[src/rtl/mw_host_pkg.sv]
package mw_host_pkg;

    localparam int BYTE_W = 8;
    localparam int WORD_W = 2 * BYTE_W;
    localparam int CODE_W = 3;

    typedef enum logic [CODE_W-1:0] {
        CMD_READ     = 3'd0,
        CMD_WRITE    = 3'd1,
        CMD_FILL     = 3'd2,
        CMD_WIPE_ALL = 3'd3,
        CMD_ERASE    = 3'd4,
        CMD_UNLOCK   = 3'd5,
        CMD_LOCK     = 3'd6,
        CMD_ILLEGAL  = 3'd7
    } host_cmd_e;

    typedef enum logic [1:0] {
        ST_IDLE  = 2'd0,
        ST_ISSUE = 2'd1,
        ST_WAIT  = 2'd2
    } seq_state_e;

    typedef struct packed {
        logic [1:0]        op;
        logic [BYTE_W-1:0] addr;
        logic              is_read;
    } wire_cmd_t;

    localparam logic [15:0] OFS_CTRL   = 16'h0000;
    localparam logic [15:0] OFS_MADDR  = 16'h0001;
    localparam logic [15:0] OFS_WLO    = 16'h0002;
    localparam logic [15:0] OFS_WHI    = 16'h0003;
    localparam logic [15:0] OFS_STAT   = 16'h0004;
    localparam logic [15:0] OFS_RLO    = 16'h0005;
    localparam logic [15:0] OFS_RHI    = 16'h0006;
    localparam logic [15:0] OFS_REV    = 16'h0007;

    function automatic wire_cmd_t map_cmd(host_cmd_e c, logic [BYTE_W-1:0] a);
        wire_cmd_t r;
        r = '{op: 2'b00, addr: '0, is_read: 1'b0};
        unique case (c)
            CMD_READ:     begin r.op = 2'b10; r.addr = a; r.is_read = 1'b1; end
            CMD_WRITE:    begin r.op = 2'b01; r.addr = a; end
            CMD_ERASE:    begin r.op = 2'b11; r.addr = a; end
            CMD_FILL:     r.addr = 8'h40;
            CMD_WIPE_ALL: r.addr = 8'h80;
            CMD_UNLOCK:   r.addr = 8'hC0;
            CMD_LOCK:     r.addr = 8'h00;
            default:      r.addr = 8'h00;
        endcase
        return r;
    endfunction

endpackage

[src/rtl/mw_rd_pipe.sv]
module mw_rd_pipe #(
    parameter int LAT = 2,
    parameter int W   = 8
) (
    input  logic         clk,
    input  logic         rst_n,
    input  logic         fire,
    input  logic [W-1:0] value,
    output logic [W-1:0] data
);

    logic [W-1:0] stg [LAT];

    always_ff @(posedge clk or negedge rst_n) begin
        if (!rst_n) begin
            for (int i = 0; i < LAT; i++) stg[i] <= '0;
        end else begin
            stg[0] <= fire ? value : '0;
            for (int i = 1; i < LAT; i++) stg[i] <= stg[i-1];
        end
    end

    assign data = stg[LAT-1];

endmodule

[src/rtl/mw_cmd_fsm.sv]
module mw_cmd_fsm
    import mw_host_pkg::*;
(
    input  logic                clk,
    input  logic                rst_n,
    input  logic                launch,
    input  logic [CODE_W-1:0]   code,
    input  logic [BYTE_W-1:0]   mem_addr,
    input  logic [WORD_W-1:0]   word,
    input  logic                eng_done,
    output logic                busy,
    output logic                accepted,
    output logic                done_evt,
    output logic                err_evt,
    output logic                cur_read,
    output logic                eng_req,
    output logic [1:0]          eng_op,
    output logic [BYTE_W-1:0]   eng_addr,
    output logic [WORD_W-1:0]   eng_wdata
);

    seq_state_e state_q, state_d;
    wire_cmd_t  mapped;
    logic       bad_code;

    assign bad_code = (code == CMD_ILLEGAL);
    assign mapped   = map_cmd(host_cmd_e'(code), mem_addr);
    assign accepted = launch && !bad_code && (state_q == ST_IDLE);
    assign err_evt  = launch && (bad_code || (state_q != ST_IDLE));
    assign done_evt = (state_q == ST_WAIT) && eng_done;

    // state register
    always_ff @(posedge clk or negedge rst_n) begin
        if (!rst_n) state_q <= ST_IDLE;
        else        state_q <= state_d;
    end

    always_comb begin
        state_d = state_q;
        unique case (state_q)
            ST_IDLE:  if (accepted) state_d = ST_ISSUE;
            ST_ISSUE: state_d = ST_WAIT;
            ST_WAIT:  if (eng_done) state_d = ST_IDLE;
            default:  state_d = ST_IDLE;
        endcase
    end

    // outputs
    always_comb begin
        eng_req = (state_q == ST_ISSUE);
        busy    = (state_q != ST_IDLE);
    end

    always_ff @(posedge clk or negedge rst_n) begin
        if (!rst_n) begin
            eng_op    <= '0;
            eng_addr  <= '0;
            eng_wdata <= '0;
            cur_read  <= 1'b0;
        end else if (accepted) begin
            eng_op    <= mapped.op;
            eng_addr  <= mapped.addr;
            eng_wdata <= word;
            cur_read  <= mapped.is_read;
        end
    end

    AST_REQ_SINGLE_PULSE: assert property (@(posedge clk) disable iff (!rst_n)
        eng_req |=> !eng_req);
    AST_BAD_CODE_NO_REQ: assert property (@(posedge clk) disable iff (!rst_n)
        (launch && bad_code) |=> !eng_req);
    AST_FIELDS_HELD_BUSY: assert property (@(posedge clk) disable iff (!rst_n)
        (busy && $past(busy)) |-> ($stable(eng_op) && $stable(eng_addr) && $stable(eng_wdata)));

endmodule

[src/rtl/mw_host_regs.sv]
module mw_host_regs
    import mw_host_pkg::*;
#(
    parameter int          RD_LAT = 2,
    parameter int          HIF_AW = 16,
    parameter logic [7:0]  REV_ID = 8'h21
) (
    input  logic                clk,
    input  logic                rst_n,
    input  logic                hif_sel_n,
    input  logic                hif_rd_en,
    input  logic                hif_wr_en,
    input  logic [HIF_AW-1:0]   hif_addr,
    input  logic [BYTE_W-1:0]   hif_wdata,
    output logic [BYTE_W-1:0]   hif_rdata,
    output logic                hif_irq,
    output logic                eng_req,
    output logic [1:0]          eng_op,
    output logic [BYTE_W-1:0]   eng_addr,
    output logic [WORD_W-1:0]   eng_wdata,
    input  logic                eng_done,
    input  logic [WORD_W-1:0]   eng_rdata
);

    logic                rd_fire, wr_fire, launch, stat_rd;
    logic [CODE_W-1:0]   ctrl_code;
    logic [BYTE_W-1:0]   maddr_q, wlo_q, whi_q, rlo_q, rhi_q, rd_mux;
    logic                done_q, err_q, rxv_q;
    logic                busy, accepted, done_evt, err_evt, cur_read;

    assign rd_fire = !hif_sel_n && hif_rd_en;
    assign wr_fire = !hif_sel_n && hif_wr_en;
    assign launch  = wr_fire && (hif_addr == HIF_AW'(OFS_CTRL)) && hif_wdata[BYTE_W-1];
    assign stat_rd = rd_fire && (hif_addr == HIF_AW'(OFS_STAT));

    always_ff @(posedge clk or negedge rst_n) begin
        if (!rst_n) begin
            ctrl_code <= '0;
            maddr_q   <= '0;
            wlo_q     <= '0;
            whi_q     <= '0;
        end else if (wr_fire) begin
            unique case (hif_addr)
                HIF_AW'(OFS_CTRL):  ctrl_code <= hif_wdata[CODE_W-1:0];
                HIF_AW'(OFS_MADDR): maddr_q   <= hif_wdata;
                HIF_AW'(OFS_WLO):   wlo_q     <= hif_wdata;
                HIF_AW'(OFS_WHI):   whi_q     <= hif_wdata;
                default: ;
            endcase
        end
    end

    always_ff @(posedge clk or negedge rst_n) begin
        if (!rst_n) begin
            done_q <= 1'b0;
            err_q  <= 1'b0;
            rxv_q  <= 1'b0;
            rlo_q  <= '0;
            rhi_q  <= '0;
        end else begin
            done_q <= done_evt || (done_q && !stat_rd);
            err_q  <= err_evt  || (err_q  && !stat_rd);
            if (accepted)
                rxv_q <= 1'b0;
            else if (done_evt && cur_read)
                rxv_q <= 1'b1;
            if (done_evt && cur_read) begin
                rlo_q <= eng_rdata[BYTE_W-1:0];
                rhi_q <= eng_rdata[WORD_W-1:BYTE_W];
            end
        end
    end

    always_comb begin
        unique case (hif_addr)
            HIF_AW'(OFS_CTRL):  rd_mux = {{(BYTE_W-CODE_W){1'b0}}, ctrl_code};
            HIF_AW'(OFS_MADDR): rd_mux = maddr_q;
            HIF_AW'(OFS_WLO):   rd_mux = wlo_q;
            HIF_AW'(OFS_WHI):   rd_mux = whi_q;
            HIF_AW'(OFS_STAT):  rd_mux = {4'b0, rxv_q, err_q, busy, done_q};
            HIF_AW'(OFS_RLO):   rd_mux = rlo_q;
            HIF_AW'(OFS_RHI):   rd_mux = rhi_q;
            HIF_AW'(OFS_REV):   rd_mux = REV_ID;
            default:            rd_mux = '0;
        endcase
    end

    assign hif_irq = done_q || err_q;

    mw_rd_pipe #(.LAT(RD_LAT), .W(BYTE_W)) u_rd_pipe (
        .clk   (clk),
        .rst_n (rst_n),
        .fire  (rd_fire),
        .value (rd_mux),
        .data  (hif_rdata)
    );

    mw_cmd_fsm u_cmd_fsm (
        .clk       (clk),
        .rst_n     (rst_n),
        .launch    (launch),
        .code      (hif_wdata[CODE_W-1:0]),
        .mem_addr  (maddr_q),
        .word      ({whi_q, wlo_q}),
        .eng_done  (eng_done),
        .busy      (busy),
        .accepted  (accepted),
        .done_evt  (done_evt),
        .err_evt   (err_evt),
        .cur_read  (cur_read),
        .eng_req   (eng_req),
        .eng_op    (eng_op),
        .eng_addr  (eng_addr),
        .eng_wdata (eng_wdata)
    );

    AST_DONE_RAISES_IRQ: assert property (@(posedge clk) disable iff (!rst_n)
        done_evt |=> hif_irq);
    AST_STATUS_READ_DROPS_IRQ: assert property (@(posedge clk) disable iff (!rst_n)
        (stat_rd && !done_evt && !err_evt) |=> !hif_irq);
    AST_NEW_CMD_CLEARS_RXV: assert property (@(posedge clk) disable iff (!rst_n)
        accepted |=> !rxv_q);

endmodule

[config.mk]
export PLATFORM = sky130hd
export DESIGN_NAME = mw_host_regs
export DESIGN_NICKNAME = d
export VERILOG_FILES = /design/src/rtl/mw_host_pkg.sv /design/src/rtl/mw_rd_pipe.sv /design/src/rtl/mw_cmd_fsm.sv /design/src/rtl/mw_host_regs.sv
export SDC_FILE = /design/constraint.sdc
export NUM_CORES = 1
export LEC_CHECK = 0
export CORE_UTILIZATION = 46
export CTS_CLUSTER_DIAMETER = 100
export CTS_CLUSTER_SIZE = 28
export DETAILED_ROUTE_END_ITERATION = 16
export HOLD_SLACK_MARGIN = 0.03
export PLACE_DENSITY_LB_ADDON = 0.08
export SETUP_SLACK_MARGIN = 0.4
export SLEW_MARGIN = 10
export SYNTH_ARGS = -nofsm -noshare
export SYNTH_HDL_FRONTEND = slang
export SYNTH_SLANG_ARGS = --single-unit
[constraint.sdc]
create_clock -name clk -period 5.28 [get_ports clk]
set_input_delay 0.528 -clock clk [delete_from_list [all_inputs] [get_ports clk]]
set_output_delay 0.528 -clock clk [all_outputs]
set_load 0.05 [all_outputs]
* Word level (Yosys, flattened, before mapping) *
Index checks and enable logic that the tools add are counted.

word-level totals
  flip-flop bits (word level) = 91
  bits in latches = 0
  RAM bits = 0
  memory bits (read-only) = 0
  bits of input ports = 46
  output and inout bits = 36
  word-level logic and storage cells = 73
  memories kept = 0

operators by class
  add/sub/neg operators = 0
  $mul = 0
  divide/modulo/power cells = 0
  order comparisons = 0
  equality and inequality tests = 17
  shifts and indexed selects = 0
  mux-type cells = 10
  bitwise operators = 0
  reductions and logical operators = 30

operators by type and width
  operator                                                          number
  16-bit by 3-bit == test with 1-bit output, second input constant  4
  8-bit one-hot mux with 8 select lines                             1
  16-bit by 2-bit == test with 1-bit output, second input constant  2
  8-bit one-hot mux with 4 select lines                             1
  16-bit by 1-bit == test with 1-bit output, second input constant  1
  16-bit logical NOT                                                1
  1-bit logical AND                                                 12
  2-bit one-hot mux with 3 select lines                             2
  2-bit AND reduction                                               5
  3-bit == test, second input constant                              3
  8-bit 2-to-1 mux                                                  1
  3-bit by 2-bit == test with 1-bit output, second input constant   2
  1-bit logical OR                                                  4
  2-bit 2-to-1 mux                                                  2
  2-bit != test, second input constant                              2
  2-bit nonzero test                                                2
  3-bit by 1-bit == test with 1-bit output, second input constant   1
  1-bit logical NOT                                                 3
  3-bit logical NOT                                                 1
  1-bit 2-to-1 mux                                                  3
  3-bit OR reduction                                                1
  2-bit by 1-bit == test with 1-bit output, second input constant   1
  2-bit == test, second input constant                              1
  2-bit logical NOT                                                 1

* Logic depth before layout (Yosys ltp) *
  word-level depth = 8
  gate-level depth with buffers = 6
  mapped depth without buffers = 4

* Cells and area by module *
From an unflattened synthesis, not the netlist that was laid out.

unflattened totals
  cell total of the unflattened synthesis = 292
  area, all modules = 4007.6 sq um

modules (own cells, without submodules)
  module        instances  cells an instance  area each (sq um)  sequential area each (sq um)
  mw_host_regs  1          172                2227.1             1151.1
  mw_cmd_fsm    1          88                 1270.0             725.7
  mw_rd_pipe    1          32                 510.5              400.4

* Least setup slack after synthesis *
OpenSTA, ideal clock, no wires.

  path type = input to register
  from = input hif_addr[5]
  to = register u_cmd_fsm.eng_addr[6]
  setup time = 0.125 ns
  data arrival time = 2.699 ns
  required time = 5.155 ns
  path slack = 2.456 ns
  stages on the path = 6
  buffers on the path = 2
  path through = or4_1 > clkbuf_2 > or3_4 > nor4_4 > buf_6 > mux2_2

on the way
  cells in the longest elaborated chain, start to end = 5

ends and longest elaborated chain
  element                         RTL line            text
  start, declared                 mw_host_regs.sv:13  input logic [HIF_AW-1:0] hif_addr,
  16-bit logical NOT              mw_host_regs.sv:33  assign launch = wr_fire && (hif_addr == HIF_AW'(OFS_CTRL)) && hif_wdata[BYTE_W-1];
  1-bit logical AND (2 in a row)  mw_host_regs.sv:33
  1-bit logical AND (2 in a row)  mw_cmd_fsm.sv:28    assign accepted = launch && !bad_code && (state_q == ST_IDLE);
  end signal, assigned            mw_cmd_fsm.sv:62    eng_addr <= mapped.addr;
  end, declared                   mw_cmd_fsm.sv:18    output logic [BYTE_W-1:0] eng_addr,

No other way between the ends.
A chain may end at the register's enable or synchronous reset.

* Final worst setup path *
  from = input hif_addr[1]
  to = register wlo_q[6]

on the way
  cells in the longest elaborated chain, start to end = 2

ends and longest elaborated chain
  element                                    RTL line            text
  16-bit by 2-bit == test with 1-bit output  mw_host_regs.sv:43  unique case (hif_addr)
  2-bit AND reduction (no source line)       --
  end signal, assigned                       mw_host_regs.sv:46  HIF_AW'(OFS_WLO): wlo_q <= hif_wdata;
  end, declared                              mw_host_regs.sv:27  logic [BYTE_W-1:0] maddr_q, wlo_q, whi_q, rlo_q, rhi_q, rd_mux;

No other way between the ends.

==> run metrics <==
post-CTS sizing 0; fmax 0.2958 GHz; P_int 0.0009673 W; initial antenna violation count 0; Startpoint Class input pin; status finished clean; combinational share of power 0.062; Core Box Area 8382 sq um; FF+latch count, synth 91; die extent in y 95.89 um; synth warn 0; chip width 95.89 um; min Tclk post-route 3.381 ns; worst skew pair latency 0.35 ns; clock-pin slew on the worst setup and hold paths 0.10 ns; Post-synth EDFFs 0; WP data required 5.52 ns; R2R depth 5; worst flop-to-flop path endpoint u_cmd_fsm.eng_wdata[13]$_DFFE_PN0P_; Max Cap Violations 0; switch share 0.2282; Yosys cell types 47; Setup TNS Final 0 ns; Synth Area per Inst 13.34 sq um; static leakage 2.349 nW; Post-Syn Area 4055 sq um; Avg WL per Cell 18.79 um; leading cell types in the layout, fill and taps excluded 91 x dfrtp_1, 80 x clkdlybuf4s50_1, 60 x mux2_2; Pins Over Slew Limit 0; clock power share 0.382; Starting Density 0.4838; HPWL Detailed 6407 um; first-pass GRT wire length 14210 um; post-route ant nets 0; final setup violation count 0; nets 421; CTS tree done; cts hold-fix bufs 0; Iter 0 DRT Violations 151; register area share after synthesis 0.5616; htree depth 3; n_diodes 0; total power 0.001253 W; GRT overflow 0; Synth area leader dfrtp_1; Num CTS Buffers 9; largest net degree at the start of global routing 56; Critical path origin hif_addr[1]; reg2reg setup slack 3.00 ns; routed wire length 9113 um; I/O Buffers 81; clock sinks 91; HP Class in2async; final setup skew 0.009279 ns; crit path capture wlo_q[6]$_DFFE_PN0P_; switching pwr 0.0002860 W; slew at the pin with the worst max-slew slack 0.9298 ns; Final Wtd Congestion 0.8572; worst ir drop on vdd 0.0001397 V; Seq pwr share 0.556; share of layout cells above drive strength 1 0.2632; max_slew headroom 0.3744; Syn Nets 350; CP endpoint kind flip-flop; Total Routing Usage GR 0.2136; r2r startpoint u_cmd_fsm.state_q[1]$_DFFE_PN0P_; Final period util 0.6403; top post-synthesis cells by area dfrtp_1 56%, mux2_2 17%, mux2_4 3.0%; Final Hold Fails 0; Post-Synthesis Cells 304; Max FO, Critical Path 20; First-pass DRT Iterations 4; CP Data Arrival Time 3.62 ns; number of global-route vias before repair 2694; die area 9195 sq um; via count 2672; ys async rst share 1.000; Via density 5.509; Main synth FF type dfrtp_1; Std-Cell Rows 33; number of remaining DRC errors 0; Clock Tree Buf Depth 2; most common cell after layout, fill and taps aside dfrtp_1; top cell type's share of synthesized area 0.5616; CTS root buffer clkbuf_8; crit path kind in2reg; I/O Pins 82; post-synthesis to final-layout area growth 25.12%; pwr dens 247.0 nW/um^2; setup bufs post-CTS 0; RSZ-0062 raised after global routing false
[power groups by stage]
stage	sequential [W]	combinational, W	clock [W]
finish	0.000696	0.0000781	0.000479
floorplan	0.000710	0.0000217	0
global route	0.000696	0.0000859	0.000513
global placement	0.000710	0.0000788	0
detailed placement	0.000710	0.0000791	0
CTS	0.000696	0.0000794	0.000488
[layout make-up]
class	instances	area, sq um
inverters	13	48.80
multi-input cells	176	1585
flip-flops and latches	91	2277
clock inverters	6	62.56
well taps	105	131.4
fillers	688	3308
clock buffers	10	137.6
repair buffers	84	830.8
[registers in the layout, summed over array words and instances (netlist names), 2 cells and up]
register / flops
maddr_q: 8
u_cmd_fsm.state_q: 2
u_cmd_fsm.eng_wdata: 16
u_cmd_fsm.eng_addr: 8
u_rd_pipe.stg: 8
whi_q: 8
ctrl_code: 3
u_cmd_fsm.eng_op: 2
u_rd_pipe.data: 8
rhi_q: 8
wlo_q: 8
rlo_q: 8
[per-layer routing]
layer / up-vias / GRT usage / part of all wire
met5: - / 0 / 0
met4: 0 / 0.07711 / 0.014
met3: 11 / 0.03476 / 0.046
met2: 81 / 0.3333 / 0.47
met1: 1348 / 0.3019 / 0.47
li1: 1232 / - / -
[critical path, cell delays in order]
cell and delay, ns:
clkdlybuf4s50_1 0.96, nor3b_1 0.53, nor4b_1 0.63, nand2_1 0.54, mux2_2 0.43
[worst min path at each step]
stage | end
after CTS | u_rd_pipe.data[2]$_DFF_PN0_
final | u_rd_pipe.data[2]$_DFF_PN0_
after global placement | u_rd_pipe.data[5]$_DFF_PN0_
after global routing | u_rd_pipe.data[4]$_DFF_PN0_
after floorplan | ctrl_code[0]$_DFFE_PN0N_
after detailed placement | u_rd_pipe.data[4]$_DFF_PN0_
[Yosys cell counts, types with 3 or more instances]
library cell	n
nand2_1	11
buf_6	3
mux2_4	8
nor3_1	3
mux2i_1	10
inv_1	13
nor3b_1	3
nor4_1	4
dfrtp_1	91
a22oi_1	7
nand3b_1	3
clkbuf_1	11
o21ai_0	6
mux2_2	60
nor2b_1	3
or4_1	4
a21oi_1	10
buf_4	8
nor2_1	8
or2_2	3
[through the flow]
step	cell area (sq um)	std cells	setup WS [ns]	utilization	hold WS, ns
detailed placement	4873	469	1.603	0.5814	0.3347
finish	5074	485	1.899	0.6053	0.1094
global placement	4873	469	1.680	0.5814	0.3324
floorplan	4055	304	2.456	-	0.2324
global route	5074	485	1.758	0.6053	0.1388
CTS	5074	485	1.966	0.6053	0.1281
[logic make-up (layout without fill, tap and decap cells)]
family / count (synthesis) / in the layout / share of synthesized area
flip-flops: 91 / 91 / 0.5616
multiplexers: 80 / 80 / 0.2293
AND/OR/NAND/NOR: 58 / 58 / 0.09843
AO/OA/AOI/OAI: 37 / 37 / 0.06110
buffers and inverters: 37 / 113 / 0.04752
XOR/XNOR: 1 / 1 / 0.002160
Power figures use the tool's default switching activity.
